==> config.mk <==
export PLATFORM = sky130hd
export DESIGN_NAME = tod_counter
export DESIGN_NICKNAME = d
export VERILOG_FILES = /design/src/rtl/tod_pkg.sv /design/src/rtl/tod_regs.sv /design/src/rtl/tod_accum.sv /design/src/rtl/tod_counter.sv
export SDC_FILE = /design/constraint.sdc
export NUM_CORES = 1
export LEC_CHECK = 0
export ABC_AREA = 1
export BUFFER_PORTS_ARGS = -buffer_cell sky130_fd_sc_hd__buf_2
export CAP_MARGIN = 40
export CORE_MARGIN = 1.5
export CORE_UTILIZATION = 68
export CTS_BUF_LIST = sky130_fd_sc_hd__clkbuf_8
export DETAILED_ROUTE_END_ITERATION = 8
export GPL_TIMING_DRIVEN = 1
export PLACE_DENSITY = 0.89
export SLEW_MARGIN = 30
export SYNTH_ARGS = -nofsm -noshare
export SYNTH_HDL_FRONTEND = slang
export SYNTH_SLANG_ARGS = --single-unit
==> constraint.sdc <==
create_clock -name clk_i -period 8.4 [get_ports clk_i]
set_input_delay 0.42 -clock clk_i [delete_from_list [all_inputs] [get_ports clk_i]]
set_output_delay 0.42 -clock clk_i [all_outputs]
set_load 0.01 [all_outputs]
==> src/rtl/tod_pkg.sv <==
package tod_pkg;
  localparam int DATA_W = 32;
  localparam int ADDR_W = 3;

  typedef enum logic [ADDR_W-1:0] {
    ADDR_CTRL    = 3'd0,
    ADDR_TIME_LO = 3'd1,
    ADDR_TIME_HI = 3'd2,
    ADDR_INC_LO  = 3'd3,
    ADDR_INC_HI  = 3'd4
  } tod_addr_e;
endpackage

==> src/rtl/tod_regs.sv <==
module tod_regs
  import tod_pkg::*;
#(
  parameter int DW = DATA_W,
  localparam int WW = 2 * DW
) (
  input  logic              clk_i,
  input  logic              rst_ni,
  input  logic              wr_i,
  input  logic              rd_i,
  input  logic [ADDR_W-1:0] addr_i,
  input  logic [DW-1:0]     wdata_i,
  input  logic [WW-1:0]     time_i,
  output logic [DW-1:0]     rdata_o,
  output logic              run_en_o,
  output logic [WW-1:0]     inc_o,
  output logic              load_o,
  output logic [WW-1:0]     load_val_o
);
  logic          en_q;
  logic [WW-1:0] inc_q;
  logic [DW-1:0] inc_lo_stage_q, time_lo_stage_q, snap_hi_q, rdata_q;
  logic [DW-1:0] rd_mux;

  logic wr_ctrl, wr_tlo, wr_thi, wr_ilo, wr_ihi;
  assign wr_ctrl = wr_i && (addr_i == ADDR_CTRL);
  assign wr_tlo  = wr_i && (addr_i == ADDR_TIME_LO);
  assign wr_thi  = wr_i && (addr_i == ADDR_TIME_HI);
  assign wr_ilo  = wr_i && (addr_i == ADDR_INC_LO);
  assign wr_ihi  = wr_i && (addr_i == ADDR_INC_HI);

  always_comb begin
    rd_mux = '0;
    case (addr_i)
      ADDR_CTRL:    rd_mux = {{(DW-1){1'b0}}, en_q};
      ADDR_TIME_LO: rd_mux = time_i[DW-1:0];
      ADDR_TIME_HI: rd_mux = snap_hi_q;
      ADDR_INC_LO:  rd_mux = inc_q[DW-1:0];
      ADDR_INC_HI:  rd_mux = inc_q[WW-1:DW];
      default:      rd_mux = '0;
    endcase
  end

  always_ff @(posedge clk_i or negedge rst_ni) begin
    if (!rst_ni) begin
      en_q            <= 1'b0;
      inc_q           <= '0;
      inc_lo_stage_q  <= '0;
      time_lo_stage_q <= '0;
      snap_hi_q       <= '0;
      rdata_q         <= '0;
    end else begin
      if (wr_ctrl) en_q <= wdata_i[0];
      if (wr_tlo)  time_lo_stage_q <= wdata_i;
      if (wr_ilo)  inc_lo_stage_q <= wdata_i;
      // commit whole increment atomically
      if (wr_ihi)  inc_q <= {wdata_i, inc_lo_stage_q};
      if (rd_i) begin
        rdata_q <= rd_mux;
        // low read freezes the upper half for a later high read
        if (addr_i == ADDR_TIME_LO) snap_hi_q <= time_i[WW-1:DW];
      end
    end
  end

  assign rdata_o    = rdata_q;
  assign run_en_o   = en_q;
  assign inc_o      = inc_q;
  assign load_o     = wr_thi;
  assign load_val_o = {wdata_i, time_lo_stage_q};
endmodule

==> src/rtl/tod_accum.sv <==
module tod_accum #(
  parameter int WHOLE_W = 32,
  parameter int FRAC_W  = 32,
  parameter int NS_W    = 64,
  localparam int INC_W  = WHOLE_W + FRAC_W
) (
  input  logic             clk_i,
  input  logic             rst_ni,
  input  logic             run_en_i,
  input  logic [INC_W-1:0] inc_i,
  input  logic             load_i,
  input  logic [NS_W-1:0]  load_val_i,
  output logic [NS_W-1:0]  time_o
);
  logic [NS_W-1:0]   ns_q;
  logic [FRAC_W-1:0] frac_q;
  logic [FRAC_W:0]   frac_sum;
  logic [NS_W-1:0]   ns_step;

  assign frac_sum = {1'b0, frac_q} + {1'b0, inc_i[FRAC_W-1:0]};
  assign ns_step  = {{(NS_W-WHOLE_W){1'b0}}, inc_i[INC_W-1:FRAC_W]}
                  + {{(NS_W-1){1'b0}}, frac_sum[FRAC_W]};

  always_ff @(posedge clk_i or negedge rst_ni) begin
    if (!rst_ni) begin
      ns_q   <= '0;
      frac_q <= '0;
    end else if (load_i) begin
      ns_q   <= load_val_i;
      frac_q <= '0;
    end else if (run_en_i) begin
      ns_q   <= ns_q + ns_step;
      frac_q <= frac_sum[FRAC_W-1:0];
    end
  end

  assign time_o = ns_q;
endmodule

==> src/rtl/tod_counter.sv <==
module tod_counter
  import tod_pkg::*;
#(
  parameter int DW = DATA_W,
  localparam int WW = 2 * DW
) (
  input  logic              clk_i,
  input  logic              rst_ni,
  input  logic              reg_wr_i,
  input  logic              reg_rd_i,
  input  logic [ADDR_W-1:0] reg_addr_i,
  input  logic [DW-1:0]     reg_wdata_i,
  output logic [DW-1:0]     reg_rdata_o,
  output logic [WW-1:0]     time_o
);
  logic          run_en;
  logic [WW-1:0] inc_val;
  logic          time_load;
  logic [WW-1:0] load_val;

  tod_regs #(.DW(DW)) u_regs (
    .clk_i      (clk_i),
    .rst_ni     (rst_ni),
    .wr_i       (reg_wr_i),
    .rd_i       (reg_rd_i),
    .addr_i     (reg_addr_i),
    .wdata_i    (reg_wdata_i),
    .time_i     (time_o),
    .rdata_o    (reg_rdata_o),
    .run_en_o   (run_en),
    .inc_o      (inc_val),
    .load_o     (time_load),
    .load_val_o (load_val)
  );

  tod_accum #(.WHOLE_W(DW), .FRAC_W(DW), .NS_W(WW)) u_accum (
    .clk_i      (clk_i),
    .rst_ni     (rst_ni),
    .run_en_i   (run_en),
    .inc_i      (inc_val),
    .load_i     (time_load),
    .load_val_i (load_val),
    .time_o     (time_o)
  );
endmodule

# After elaboration in Yosys (flattened, before gate mapping)
# Cells that the tools add are included.
# classes
n_addsub	3
eq_ne	4
n_mux	5
n_reduce_logical	8
# ops
operator	n
one-hot mux 32 bit (5 select lines)	1
two-way mux 64 bit	2
adder 64 bit	1
two-way mux 32 bit	2
adder 32 x 1 -> 33 bit	1
adder 32 x 32 -> 33 bit	1
equality test 3 x 2 -> 1 bit (second input constant)	2
logical AND 1 bit	5
equality test 3 x 1 -> 1 bit (second input constant)	1
equality test 3 bit (second input constant)	1
zero test 3 bit	1
AND reduction 2 bit	1
nonzero test 2 bit	1
# totals
reg_bits	289
in_bits	39
out_inout_bits	96
word_cells	28

# Longest topological paths before layout
# logic_depth
word_depth	5
depth_mapped	37
depth_no_buf	37

# Modules after synthesis
# From an unflattened synthesis, not the netlist that was laid out.
# unflattened
hier_cells	2685
area_unflattened_um2	18626.6
# modules_own_cells
mod	instances	cells_each	area_each_um2	seq_area_each_um2
tod_accum	1	1736	10112.2	2402.3
tod_regs	1	949	8514.4	4829.6

# Worst setup path after synthesis
# No wires, ideal clock.
# synth_path
path_kind	flip-flop to flip-flop
from	register u_regs.inc_q[3] (netlist: u_regs.inc_o[3])
to	register u_accum.ns_q[26] (netlist: u_accum.time_o[26])
setup_ns	0.125
t_arrival_ns	4.073
t_required_ns	8.275
slack_ns	4.202
path_stages_with_launch	33
path_buffers	0
period_less_slack_ns	4.198
cell_sequence	dfrtp_1 > ha_1 > nand3_1 > nand2_1 > nand3_1 > nand2_1 > nand3_1 > nand2_1 > nand2_1 > nand2_1 > nand3_1 > nand2_1 > ha_1 > ha_1 > nand3_2 > nor2_8 > nand3_4 > nor2_4 > nand4_2 > nor2_2 > xnor2_1 > inv_1 > ha_1 > nand2_1 > inv_1 > nand2_1 > nand2_1 > o21bai_1 > inv_1 > nand3_1 > or2_2 > nand3_1 > nand3_1
# synth_between
elab_chain_len	5
# synth_rtl
item	line_no	source
start, declared	tod_regs.sv:21	logic [WW-1:0] inc_q;
start signal, assigned	tod_regs.sv:57	if (wr_ihi) inc_q <= {wdata_i, inc_lo_stage_q};
adder 32 x 32 -> 33 bit	tod_accum.sv:20	assign frac_sum = {1'b0, frac_q} + {1'b0, inc_i[FRAC_W-1:0]};
adder 32 x 1 -> 33 bit	tod_accum.sv:22	+ {{(NS_W-1){1'b0}}, frac_sum[FRAC_W]};
adder 64 bit	tod_accum.sv:32	ns_q <= ns_q + ns_step;
two-way mux 64 bit	tod_accum.sv:31	end else if (run_en_i) begin
two-way mux 64 bit	tod_accum.sv:28	end else if (load_i) begin
end signal, assigned	tod_accum.sv:29	ns_q <= load_val_i;
end signal, assigned	tod_accum.sv:32	
end, declared	tod_accum.sv:15	logic [NS_W-1:0] ns_q;
# No other way between the ends. The select of a mux whose other input is x is not followed.
# A chain may end at the register's enable or synchronous reset.

# Worst setup path in the final report
# layout_path
from	register u_regs.inc_q[0] (netlist: u_regs.inc_o[0])
to	register u_accum.ns_q[43] (netlist: u_accum.time_o[43])
# The elaborated chain is that of the path after synthesis.

==> summary.md <==
| Metric | Value |
|---|---|
| Status | `finished with violations` |
| Failing checks | `design-rule violations` |
| Vias/cell | `6.50` |
| Startpoint types | `flop` |
| DIE HEIGHT | `167 um` |
| Setup bufs post-CTS | `0` |
| Pre-antenna DRT Iters | `9` |
| Final setup fails | `0` |
| Drt wl/cell | `23.1 um` |
| Max Cap Viol | `0` |
| Clk sinks | `289` |
| Critical path class | `reg2reg` |
| Final Hold Viols | `0` |
| Post-Syn Area | `18300 sq um` |
| Clk pin slew, worst setup/hold paths | `0.08 ns` |
| Worst EP arrival | `6.43 ns` |
| Worst-skew pair later-pin latency | `0.62 ns` |
| Layout Nets | `2806` |
| Fill count | `1858` |
| Crit share post-route | `0.709` |
| R2R Path Start | `u_regs.inc_o[0]$_DFFE_PN0P_` |
| #FFs+latches synth | `289` |
| Seq/Total Area, Yosys | `0.395` |
| End of the worst register-to-register path | `u_accum.time_o[43]$_DFFE_PN0P_` |
| Die W | `167 um` |
| Final Max Tran Viols | `0` |
| Area leader, netlist | `dfrtp_1` |
| Top cells by count, synth | `nand2_1 (909), inv_1 (335), dfrtp_1 (289), o21ai_0 (171), nand3_1 (157)` |
| Cts bufs inserted | `49` |
| Post-synth EDFFs | `0` |
| Deepest clock path buffer count | `3` |
| Gate Count Post-Synth | `2570` |
| Hold Path Class | `in2reg` |
| Core area | `26300 sq um` |
| GRT Total Usage | `0.499` |
| Maximum VDD drop | `0.218 mV` |
| Syn Nets | `2678` |
| RSZ-0062 raised after global routing | `false` |
| Pwr Total | `6.54 mW` |
| Post-cts resize count | `0` |
| Vias in the first global route | `19100` |
| Number of DRC markers in iteration 0 | `3186` |
| Max Fclk | `168 MHz` |
| Gpl congestion | `1.07` |
| Reg2Reg Depth | `33` |
| Slew HR | `0.401` |
| Io pins | `135` |
| Drt drc | `7` |
| Reg area | `7230 sq um` |
| Most common cell in the netlist | `nand2_1` |
| Cell Pwr Density | `320 nW/um^2` |
| Setup_tns | `0 ns` |
| Area grow syn2layout | `11.4%` |
| Worst Max-Slew Pin Slew | `0.898 ns` |
| Clk_skew | `0.0467 ns` |
| CTS tree | `built` |
| R2R Setup Slk | `2.44 ns` |
| Initial antenna violation count | `2` |
| Top cell by count, worst path | `nand2_1` |
| First-pass GRT wire length | `107000 um` |
| Post-synth top area share | `0.395` |
| Final WS setup | `2.44 ns` |
| Slowest CP cell | `dfrtp_1` |
| Yosys Warn Count | `0` |
| Depth of the CTS H-tree | `2` |
| Ys flop type | `dfrtp_1` |
| Crit path launch | `u_regs.inc_o[0]$_DFFE_PN0P_` |
| CP Capture Type | `flop` |
| Pin count of the biggest net entering global routing | `97` |
| Async set-reset flop share out of synthesis | `1.00` |
| CP Max Fanout | `6` |
| Synth top area cells | `dfrtp_1 (39%), nand2_1 (19%), inv_1 (6.9%)` |
| Leak Pwr | `11.0 nW` |
| Buffers on Ports | `134` |
| Min Tclk post-route | `5.96 ns` |
| Synth cell types | `52` |
| Grt ovf | `0` |
| Hold_buf cts | `1` |
| Antenna cells | `0` |
| Critical Path RT | `8.87 ns` |
| Syn_area_per_cell | `7.13 sq um` |
| Die ar. | `27900 sq um` |
| Std cell rows | `59` |
| Initial Utilization | `0.697` |
| Clock tree root driver cell | `clkbuf_8` |
| Share of cells above drive strength 1 | `0.119` |
| Dpl ws | `2.99 ns` |
| Final wirelength | `70900 um` |
| Via count | `19900` |
| Post-DP HPWL | `49700 um` |
| Area taken by multi-input logic gates | `9540 sq um` |
| Crit path largest cell delay | `0.40 ns` |
| End of the critical path | `u_accum.time_o[43]$_DFFE_PN0P_` |
| Detail Route Antenna Nets | `0` |
report_power, final:
part           switching [mW]  internal [mW]
combinational            1.87          0.940
sequential              0.563           1.82
clock                   0.640          0.711
total                    3.07           3.47
logic make-up after synthesis:
family                     Yosys count  synth area share
AOI/OAI and AO/OA                  352             0.106
xor gates and xnor gates            36            0.0172
adders and majority gates           69            0.0480
DFF                                289             0.395
buffers and inverters              414            0.0869
muxes                               63            0.0387
and+or+nand+nor                   1347             0.308
registers in the layout, summed over array words and instances (netlist names):
name,count
u_accum.frac_q,32
u_accum.time_o,64
u_regs.inc_lo_stage_q,32
u_regs.snap_hi_q,32
u_regs.rdata_o,32
u_regs.time_lo_stage_q,32
u_regs.inc_o,64
u_regs.run_en_o,1
area by class of cell:
cell class | instances | area share
clock buffers | 60 | 0.0405
flip-flops and latches | 289 | 0.354
inverters | 342 | 0.0629
repair buffers | 149 | 0.0451
clock inverters | 27 | 0.00919
multi-input cells | 1867 | 0.467
well taps | 335 | 0.0205
per-layer routing:
layer / global-route usage / part of all wire
met1: 0.620 / 0.34
met2: 0.777 / 0.43
met3: 0.149 / 0.15
met4: 0.288 / 0.076
met5: 0 / 0.00018
how the worst min path moves through the flow:
stage,startpoint,cells after the start,to
after floorplan,rst_ni,0,u_accum.frac_q[0]$_DFFE_PN0P_
after global placement,rst_ni,1,u_regs.inc_o[9]$_DFFE_PN0P_
after detailed placement,rst_ni,1,u_accum.frac_q[10]$_DFFE_PN0P_
after CTS,reg_wdata_i[0],3,u_accum.time_o[32]$_DFFE_PN0P_
after global routing,reg_wdata_i[0],3,u_accum.time_o[32]$_DFFE_PN0P_
final,reg_wdata_i[0],3,u_accum.time_o[32]$_DFFE_PN0P_
cell usage in the layout, fill, tap and decap left out, types with 7 or more instances in the layout:
master and count:
nor2_1 151, clkinv_2 10, ha_1 67, o2111ai_1 9
nor3_1 38, inv_1 348, buf_2 133, buf_4 7
nand2_1 905, dfrtp_1 289, nand3_1 157, o22ai_1 30
xor2_1 16, mux2_2 63, xnor2_1 20, a22o_1 8
clkbuf_8 60, a21oi_1 91, nand4_1 42, o21ai_1 14
nand3b_1 8, o21bai_1 11, o21ai_0 171
worst max-delay path, delay by kind of cell, from the launching register on:
kind | cells | cell delay (ns)
DFF | 1 | 0.40
and+or+nand+nor | 27 | 3.88
adders and majority gates | 5 | 1.38
xor gates and xnor gates | 1 | 0.10
metrics by stage:
step	hold WS [ns]	cell area (sq um)	util	std cells
detailed placement	0.470	19300	0.733	2976
finish	0.137	20400	0.777	3069
floorplan	0.124	18300	-	2570
global placement	0.457	19200	0.730	2974
global route	0.145	20400	0.777	3069
CTS	0.123	20300	0.772	3064
No activity file was read; power rests on OpenSTA's default activity.
